[src/rtl/mlit_pkg.sv]
package mlit_pkg;

  typedef enum logic [1:0] {
    ST_IDLE = 2'd0,
    ST_BIT  = 2'd1,
    ST_DONE = 2'd2
  } mlit_state_e;

  // Offset mask survives only while decoded bit equals the match bit.
  function automatic logic [8:0] offset_after(input logic [8:0] off,
                                              input logic [8:0] mterm,
                                              input logic       b);
    return b ? (off & mterm) : (off & ~mterm);
  endfunction

  function automatic logic [8:0] symbol_after(input logic [8:0] sym,
                                              input logic       b);
    return {sym[7:0], b};
  endfunction

endpackage

[src/rtl/mlit_index.sv]
module mlit_index #(
  parameter int unsigned ADDR_W = 11
) (
  input  logic [ADDR_W-1:0] base,
  input  logic [8:0]        offset,
  input  logic              ref_msb,
  input  logic [8:0]        symbol,
  output logic [8:0]        match_term,
  output logic [ADDR_W-1:0] index
);
  assign match_term = {offset[8] & ref_msb, 8'd0};
  assign index      = base + ADDR_W'(offset) + ADDR_W'(match_term) + ADDR_W'(symbol);
endmodule

[src/rtl/mlit_prob_adapt.sv]
module mlit_prob_adapt #(
  parameter int unsigned PROB_W = 11,
  parameter int unsigned MOVE_W = 5
) (
  input  logic [PROB_W-1:0] p_in,
  input  logic              bit_in,
  output logic [PROB_W-1:0] p_out
);
  localparam logic [PROB_W:0] TOTAL = (PROB_W+1)'(1) << PROB_W;

  logic [PROB_W:0] headroom;
  logic [PROB_W:0] rise;
  logic [PROB_W:0] fall;

  always_comb begin
    headroom = TOTAL - {1'b0, p_in};
    rise     = headroom >> MOVE_W;
    fall     = {1'b0, p_in} >> MOVE_W;
    if (bit_in) p_out = p_in - PROB_W'(fall);
    else        p_out = p_in + PROB_W'(rise);
  end
endmodule

[src/rtl/mlit_decoder.sv]
module mlit_decoder
  import mlit_pkg::*;
#(
  parameter int unsigned ADDR_W = 11,
  parameter int unsigned PROB_W = 11,
  parameter int unsigned MOVE_W = 5
) (
  input  logic              clk,
  input  logic              rst_n,
  input  logic              start,
  input  logic              guided,
  input  logic [7:0]        match_byte,
  input  logic [ADDR_W-1:0] base,
  output logic [ADDR_W-1:0] prob_addr,
  input  logic [PROB_W-1:0] prob_rdata,
  output logic              prob_we,
  output logic [PROB_W-1:0] prob_wdata,
  output logic              bit_req,
  output logic [PROB_W-1:0] bit_prob,
  input  logic              bit_ack,
  input  logic              bit_val,
  output logic              done,
  output logic [7:0]        byte_out
);
  localparam int unsigned     NBITS    = 8;
  localparam int unsigned     CNT_W    = $clog2(NBITS + 1);
  localparam logic [8:0]      OFF_INIT = 9'h100;
  localparam logic [ADDR_W-1:0] SET_SIZE = ADDR_W'(12'h300);

  mlit_state_e       state_q;
  logic [8:0]        sym_q;
  logic [8:0]        off_q;
  logic [7:0]        ref_q;
  logic [ADDR_W-1:0] base_q;
  logic              guided_q;
  logic [CNT_W-1:0]  cnt_q;

  // named internal events
  logic              accept_ev;
  logic              last_ev;
  logic              collapse_ev;
  logic [8:0]        match_term;
  logic [8:0]        off_next;
  logic [ADDR_W-1:0] idx;

  mlit_index #(.ADDR_W(ADDR_W)) u_index (
    .base       (base_q),
    .offset     (off_q),
    .ref_msb    (ref_q[7]),
    .symbol     (sym_q),
    .match_term (match_term),
    .index      (idx)
  );

  mlit_prob_adapt #(.PROB_W(PROB_W), .MOVE_W(MOVE_W)) u_adapt (
    .p_in   (prob_rdata),
    .bit_in (bit_val),
    .p_out  (prob_wdata)
  );

  assign bit_req     = (state_q == ST_BIT);
  assign accept_ev   = bit_req && bit_ack;
  assign last_ev     = accept_ev && (cnt_q == CNT_W'(NBITS - 1));
  assign off_next    = offset_after(off_q, match_term, bit_val);
  assign collapse_ev = accept_ev && (off_q != 9'd0) && (off_next == 9'd0);
  assign prob_addr   = idx;
  assign bit_prob    = prob_rdata;
  assign prob_we     = accept_ev;
  assign done        = (state_q == ST_DONE);
  assign byte_out    = sym_q[7:0];

  always_ff @(posedge clk) begin
    if (!rst_n) begin
      state_q  <= ST_IDLE;
      sym_q    <= 9'd1;
      off_q    <= 9'd0;
      ref_q    <= 8'd0;
      base_q   <= '0;
      guided_q <= 1'b0;
      cnt_q    <= '0;
    end else begin
      unique case (state_q)
        ST_IDLE: begin
          if (start) begin
            state_q  <= ST_BIT;
            sym_q    <= 9'd1;
            off_q    <= guided ? OFF_INIT : 9'd0;
            ref_q    <= match_byte;
            base_q   <= base;
            guided_q <= guided;
            cnt_q    <= '0;
          end
        end
        ST_BIT: begin
          if (accept_ev) begin
            sym_q <= symbol_after(sym_q, bit_val);
            off_q <= off_next;
            ref_q <= {ref_q[6:0], 1'b0};
            cnt_q <= cnt_q + 1'b1;
            if (last_ev) state_q <= ST_DONE;
          end
        end
        ST_DONE: state_q <= ST_IDLE;
        default: state_q <= ST_IDLE;
      endcase
    end
  end

  // nothing active in the first cycle out of reset
  p_idle_after_reset_r1: assert property (@(posedge clk)
    $rose(rst_n) |-> (!bit_req && !done && !prob_we));

  // index stays inside the literal's probability set
  p_index_window_r3: assert property (@(posedge clk) disable iff (!rst_n)
    bit_req |-> (ADDR_W'(prob_addr - base_q) < SET_SIZE));

  // once the offset mask has collapsed it never comes back in this literal
  p_collapse_sticky_r4: assert property (@(posedge clk) disable iff (!rst_n)
    (bit_req && $past(bit_req) && ($past(off_q) == 9'd0)) |-> (off_q == 9'd0));

  // a collapse happens only on a disagreeing bit
  p_collapse_on_mismatch_r4: assert property (@(posedge clk) disable iff (!rst_n)
    collapse_ev |-> (bit_val != match_term[8]));

  // plain mode addresses the forward tree directly
  p_plain_index_r5: assert property (@(posedge clk) disable iff (!rst_n)
    (bit_req && !guided_q) |-> (prob_addr == base_q + ADDR_W'(sym_q)));

  // completion only after eight accepted bits
  p_eight_bits_r6: assert property (@(posedge clk) disable iff (!rst_n)
    done |-> (cnt_q == CNT_W'(NBITS)));

  // an unanswered request is held unchanged
  p_hold_request_r8: assert property (@(posedge clk) disable iff (!rst_n)
    (bit_req && !bit_ack) |=> (bit_req && $stable(prob_addr)));

  // done is a single-cycle pulse followed by idle
  p_done_pulse_r9: assert property (@(posedge clk) disable iff (!rst_n)
    done |=> (!done && !bit_req));

endmodule

[config.mk]
export PLATFORM = sky130hd
export DESIGN_NAME = mlit_decoder
export DESIGN_NICKNAME = d
export VERILOG_FILES = /design/src/rtl/mlit_pkg.sv /design/src/rtl/mlit_index.sv /design/src/rtl/mlit_prob_adapt.sv /design/src/rtl/mlit_decoder.sv
export SDC_FILE = /design/constraint.sdc
export NUM_CORES = 1
export LEC_CHECK = 0
export CAP_MARGIN = 20
export CORE_MARGIN = 5
export CORE_UTILIZATION = 30
export DETAILED_ROUTE_END_ITERATION = 8
export HOLD_SLACK_MARGIN = 0.05
export RECOVER_POWER = 100
export SLEW_MARGIN = 20
export SYNTH_ARGS = -nofsm -noshare
export SYNTH_HDL_FRONTEND = slang
export SYNTH_SLANG_ARGS = --single-unit
[constraint.sdc]
create_clock -name clk -period 11.5 [get_ports clk]
set_clock_uncertainty 0.15 [all_clocks]
set_input_delay 1.725 -clock clk [delete_from_list [all_inputs] [get_ports clk]]
set_output_delay 1.725 -clock clk [all_outputs]
set_load 0.01 [all_outputs]
==> results of run 1 <==
## through the flow
| step | instance area (sq um) | total power [W] | instances | hold WS [ns] | utilization [%] |
|---|---|---|---|---|---|
| after floorplan | 2810 | 0.000207 | 345 | 0.289 | - |
| after global placement | 3540 | 0.000260 | 502 | 0.296 | 38.5 |
| after detailed placement | 3540 | 0.000262 | 502 | 0.302 | 38.5 |
| after CTS | 3630 | 0.000351 | 509 | 0.312 | 39.5 |
| after global routing | 3620 | 0.000363 | 509 | 0.345 | 39.3 |
| final | 3620 | 0.000339 | 509 | 0.320 | 39.3 |
## cells by family (layout without fill, tap and decap cells)
| group | after synthesis | after routing | synth area share, % |
|---|---|---|---|
| AND/OR/NAND/NOR | 127 | 127 | 20.7 |
| adder cells (fa/ha/maj) | 40 | 40 | 18.9 |
| flip-flops | 35 | 35 | 24.9 |
| multiplexers | 2 | 2 | 0.712 |
| buffers and inverters | 44 | 97 | 8.46 |
| XOR/XNOR | 26 | 26 | 8.10 |
| AO/OA/AOI/OAI | 71 | 71 | 18.2 |
## routing by layer
metal / vias up / routed length (microns) / track usage, %
li1: 1293 / - / -
met1: 1101 / 3300 / 16.7
met2: 65 / 3020 / 20.5
met3: 7 / 319 / 2.65
met4: 0 / 48 / 2.19
met5: - / 0 / 0
## path summary, 6_finish.rpt
check | depth (start not counted) | slack (ns) | end | start
hold / removal | 2 | 0.32 | base_q[4] | base_q[4]
hold reg to reg | 2 | 0.32 | base_q[4] | base_q[4]
setup reg to reg | 5 | 9.02 | cnt_q[3] | state_q[0]
setup / recovery | 15 | 3.52 | prob_wdata[9] | prob_rdata[1]
## registers in the layout (all words and copies together) (netlist names)
name	cells
cnt_q	4
base_q	11
sym_q	9
off_q	1
ref_q	8
state_q	2
## synthesized netlist by cell type (2+ instances only)
library cell / instances / area share, %
a21boi_1: 13 / 3.5
and3_1: 3 / 0.67
fa_1: 4 / 2.8
xor2_1: 10 / 3.1
and2_1: 2 / 0.45
buf_4: 19 / 5.1
o21bai_1: 5 / 1.3
mux2i_1: 2 / 0.71
nand4_1: 4 / 0.89
or2_1: 2 / 0.45
dfxtp_1: 35 / 25
ha_1: 36 / 16
a311oi_1: 7 / 2.2
inv_1: 10 / 1.3
clkbuf_1: 13 / 1.7
nand3_1: 16 / 2.8
nand2_1: 54 / 7.2
xnor2_1: 16 / 5.0
o21ai_1: 4 / 0.71
nor2_1: 27 / 3.6
nor2b_1: 5 / 1.1
o21a_1: 3 / 0.80
nor3_1: 4 / 0.71
a21o_1: 5 / 1.3
o21ai_0: 3 / 0.53
a21oi_1: 19 / 3.4
a211oi_1: 3 / 0.80
## area by class of cell
type	count	area (sq um)	area share, %
sequential	35	701	19.4
clock inverter	1	5.00	0.138
clock buffer	6	82.6	2.28
timing repair buffer	79	791	21.9
multi-input combinational	266	1860	51.4
inverter	11	41.3	1.14
tap	111	139	3.84
## critical path: stages
cell and delay (ns):
dlygate4sd3_1 0.61, nor3_1 0.29, nand2_1 0.17, nor2_1 0.14, xor2_1 0.08, ha_1 0.25, or4_1 0.55, nor3_1 0.13
or3_1 0.13, ha_1 0.27, a21o_2 0.24, o41ai_4 0.34, or4b_1 0.46, o211ai_1 0.10, dlygate4sd3_1 0.62
## power groups by stage
| stage | Sequential, W | Clock, W | Combinational (W) |
|---|---|---|---|
| after detailed placement | 0.000134 | 0 | 0.000127 |
| after global placement | 0.000134 | 0 | 0.000126 |
| after floorplan | 0.000133 | 0 | 0.0000735 |
| final | 0.000131 | 0.0000883 | 0.000120 |
| after global routing | 0.000132 | 0.0000969 | 0.000134 |
| after CTS | 0.000131 | 0.0000914 | 0.000128 |
==> metrics.txt, run 1 <==
status=finished, violations left; failing checks=capacitance limit, slew limit; CTS tree=yes; Tightest Pin Transition=1.66 ns; Yosys reg bits=35; Unique masters post-synth=48; wirelength, routed=6.69 mm; largest net degree at the start of global routing=28; area grow syn2layout=28.7%; Die Span Y=107 microns; layout cells sized above 1=2.26%; CP startpoint kind=primary input; Initial Util=30.6%; worst path required time=9.63 ns; HP Class=flip-flop to flip-flop; Syn Area/Cell=8.15 sq um; final slew viol count=28; port bufs=79; Setup WS post-layout=3.52 ns; Final Hold Fails=0; maximum buffer depth of the clock tree=2; hold buffers post-CTS=0; kind of critical path=primary input to output port; site row count=35; initial antenna violation count=0; Final Setup Violations=0; io pins=80; clock share of power=26.0%; TritonCTS Sinks=35; Synth Instances=345; Die W=107 microns; final worst path period need=7.98 ns; root buf cell=clkbuf_8; fill cell count=953; Total GRT Usage=12.4%; Slew headroom=-11.1%; count of cells resized by post-cts repair=0; Tcrit/Tclk final=69.4%; htree depth=2; WP data arrival=6.10 ns; drt wl/cell=13.1 microns; DRT iter0 DRCs=53; later-pin clock latency in the skew report=0.28 ns; Gate power share=35.3%; nets=474; Core Area=9200 sq um; Max-Cap Viols=1; via count=2466; register area share after synthesis=24.9%; main flop type after synthesis=dfxtp_1; Antenna Cells=0; gr ovfl total=0; setup TNS=0 ns; HPWL Detailed=5.21 mm; total CTS buffers=5; worst-path maximum fanout=5; Post-Syn Nets=421; total iterations of the first detailed-routing run=5; Die ar.=11400 sq um; vias in the first global route=2476; detailed-route DRC error count=0; RSZ-0062 raised after global routing=no; first-pass GRT wire length=11.7 mm; clock-pin slew on the worst setup and hold paths=0.07 ns; CP endpoint kind=output port; Internal=0.000234 W; sequential power share=38.7%; Max Freq=125 MHz; setup bufs post-CTS=0; Sw Ratio=30.9%; most frequent cells in the layout=nand2_1, dlygate4sd3_1, ha_1, clkdlybuf4s50_1, dfxtp_1; commonest non-fill, non-tap cell in the layout=nand2_1; Ys Warns=0; total net switching power=0.000105 W; Routability Congestion=0.827; worst slack at placement=3.79 ns; Leak=1.58 nW; vias per inst=4.84; Routed Antenna Nets=0; VDD IR max=0.0602 mV; asr flop ratio synth=0%; Power Density=93.8 nW/um^2; EDFF count, synth=0; Mapped Area=2810 sq um
Power figures use the tool's default switching activity.
==> run 2: changes to the inputs <==
clock period = 7 ns   (was 11.5 ns; I/O delays follow)
==> metrics.txt, run 2 (same netlist as run 1, synthesis figures left out) <==
RSZ-0062 raised after global routing=no; Total GRT Usage=12.3%; setup bufs post-CTS=0; initial antenna violation count=0; site row count=35; Power Density=154 nW/um^2; root buf cell=clkbuf_8; setup slack, reg-to-reg=4.73 ns; HP Class=flip-flop to flip-flop; Slew headroom=44.9%; max reg flops=11; io pins=80; Routed Antenna Nets=0; Max Freq=154 MHz; Max-Cap Viols=0; most frequent cells in the layout=nand2_1, dlygate4sd3_1, clkdlybuf4s50_1, ha_1, dfxtp_1; Die W=107 microns; worst-path maximum fanout=5; Leak=1.59 nW; vias in the first global route=2500; Final Hold Fails=0; Die ar.=11400 sq um; final worst path period need=6.49 ns; detailed-route DRC error count=0; worst hold slack=0.321 ns; CP startpoint kind=primary input; later-pin clock latency in the skew report=0.28 ns; reg-to-reg critical path startpoint=state_q[0]; Biggest register=base_q; total iterations of the first detailed-routing run=4; via count=2472; largest net degree at the start of global routing=28; DRT iter0 DRCs=73; setup TNS=0 ns; CP endpoint kind=output port; final slew viol count=0; Antenna Cells=0; CTS tree=yes; TritonCTS Sinks=35; worst path required time=5.80 ns; fill cell count=965; area grow syn2layout=29.0%; gr ovfl total=0; total CTS buffers=5; drt wl/cell=13.1 microns; Final Setup Violations=0; kind of critical path=primary input to output port; biggest regs=base_q: 11 flops, sym_q: 9 flops, ref_q: 8 flops; Routability Congestion=0.827; layout cells sized above 1=2.51%; clock-pin slew on the worst setup and hold paths=0.07 ns; Critical Path Sink=prob_wdata[9]; origin of the worst setup path=prob_rdata[1]; HPWL Detailed=5.28 mm; commonest non-fill, non-tap cell in the layout=nand2_1; reg2reg end=ref_q[1]; status=completed; Tcrit/Tclk final=92.7%; WP data arrival=5.29 ns; wirelength, routed=6.70 mm; Initial Util=30.6%; maximum buffer depth of the clock tree=2; first-pass GRT wire length=11.7 mm; VDD IR max=0.0933 mV; htree depth=2; cells on worst reg2reg path=5; Tightest Pin Transition=0.806 ns; port bufs=79; count of cells resized by post-cts repair=0; Core Area=9200 sq um; nets=475; Die Span Y=107 microns; vias per inst=4.85; hold buffers post-CTS=0
[run 2: cell types whose count changed in the layout (fill, tap and decap cells not counted), sizes merged]
cell,change
clkbuf,+1
dlygate4sd3,-3
clkdlybuf4s50,+3
[run 2: worst min-delay path by stage]
stage / endpoint / start / cells past startpoint
after global placement: base_q[4] / base_q[4] / 2
after global routing: ref_q[6] / ref_q[5] / 2
after detailed placement: base_q[5] / base_q[5] / 2
after floorplan: base_q[0] / base_q[0] / 2
final: base_q[4] / base_q[4] / 2
after CTS: base_q[5] / base_q[5] / 2
[run 2: layer usage]
layer	GRT usage [%]	share of wire [%]	wire (microns)
met1	15.9	48	3200
met2	21.3	47	3150
met3	2.65	4.4	295
met4	2.37	0.81	54
met5	0	0	0
[run 2: where the power goes]
part	internal [W]	total, W	switching (W)	leakage (nW)
Clock	0.0000772	0.000146	0.0000687	0.0470
Combinational	0.000100	0.000198	0.0000981	1.25
Sequential	0.000209	0.000216	0.00000622	0.286
[run 2: final cells by class]
class,instances,area [sq um],share of cell area [%]
inverters,11,41.3,1.14
multi-input cells,266,1860,51.4
repair buffers,80,795,21.9
clock buffers,6,82.6,2.28
flip-flops and latches,35,701,19.3
clock inverters,1,5.00,0.138
well taps,111,139,3.83
[run 2: critical path: stages]
cell	delay (ns)
dlygate4sd3_1	0.62
nor3_2	0.20
nand2_1	0.14
nor2_1	0.14
xor2_1	0.08
ha_1	0.25
or4_1	0.56
nor3_1	0.13
or3_1	0.13
ha_1	0.28
a21o_2	0.25
o41ai_4	0.34
or4b_1	0.47
o211ai_1	0.10
clkdlybuf4s50_1	0.56
[run 2: metrics by stage]
step	setup WS, ns	instance area [sq um]	std cells	util (%)	power (W)
floorplan	1.81	2810	345	-	0.000339
global placement	0.701	3540	502	38.5	0.000428
detailed placement	0.582	3540	502	38.5	0.000430
CTS	0.578	3630	509	39.5	0.000578
global route	0.187	3630	510	39.4	0.000597
finish	0.512	3630	510	39.4	0.000560
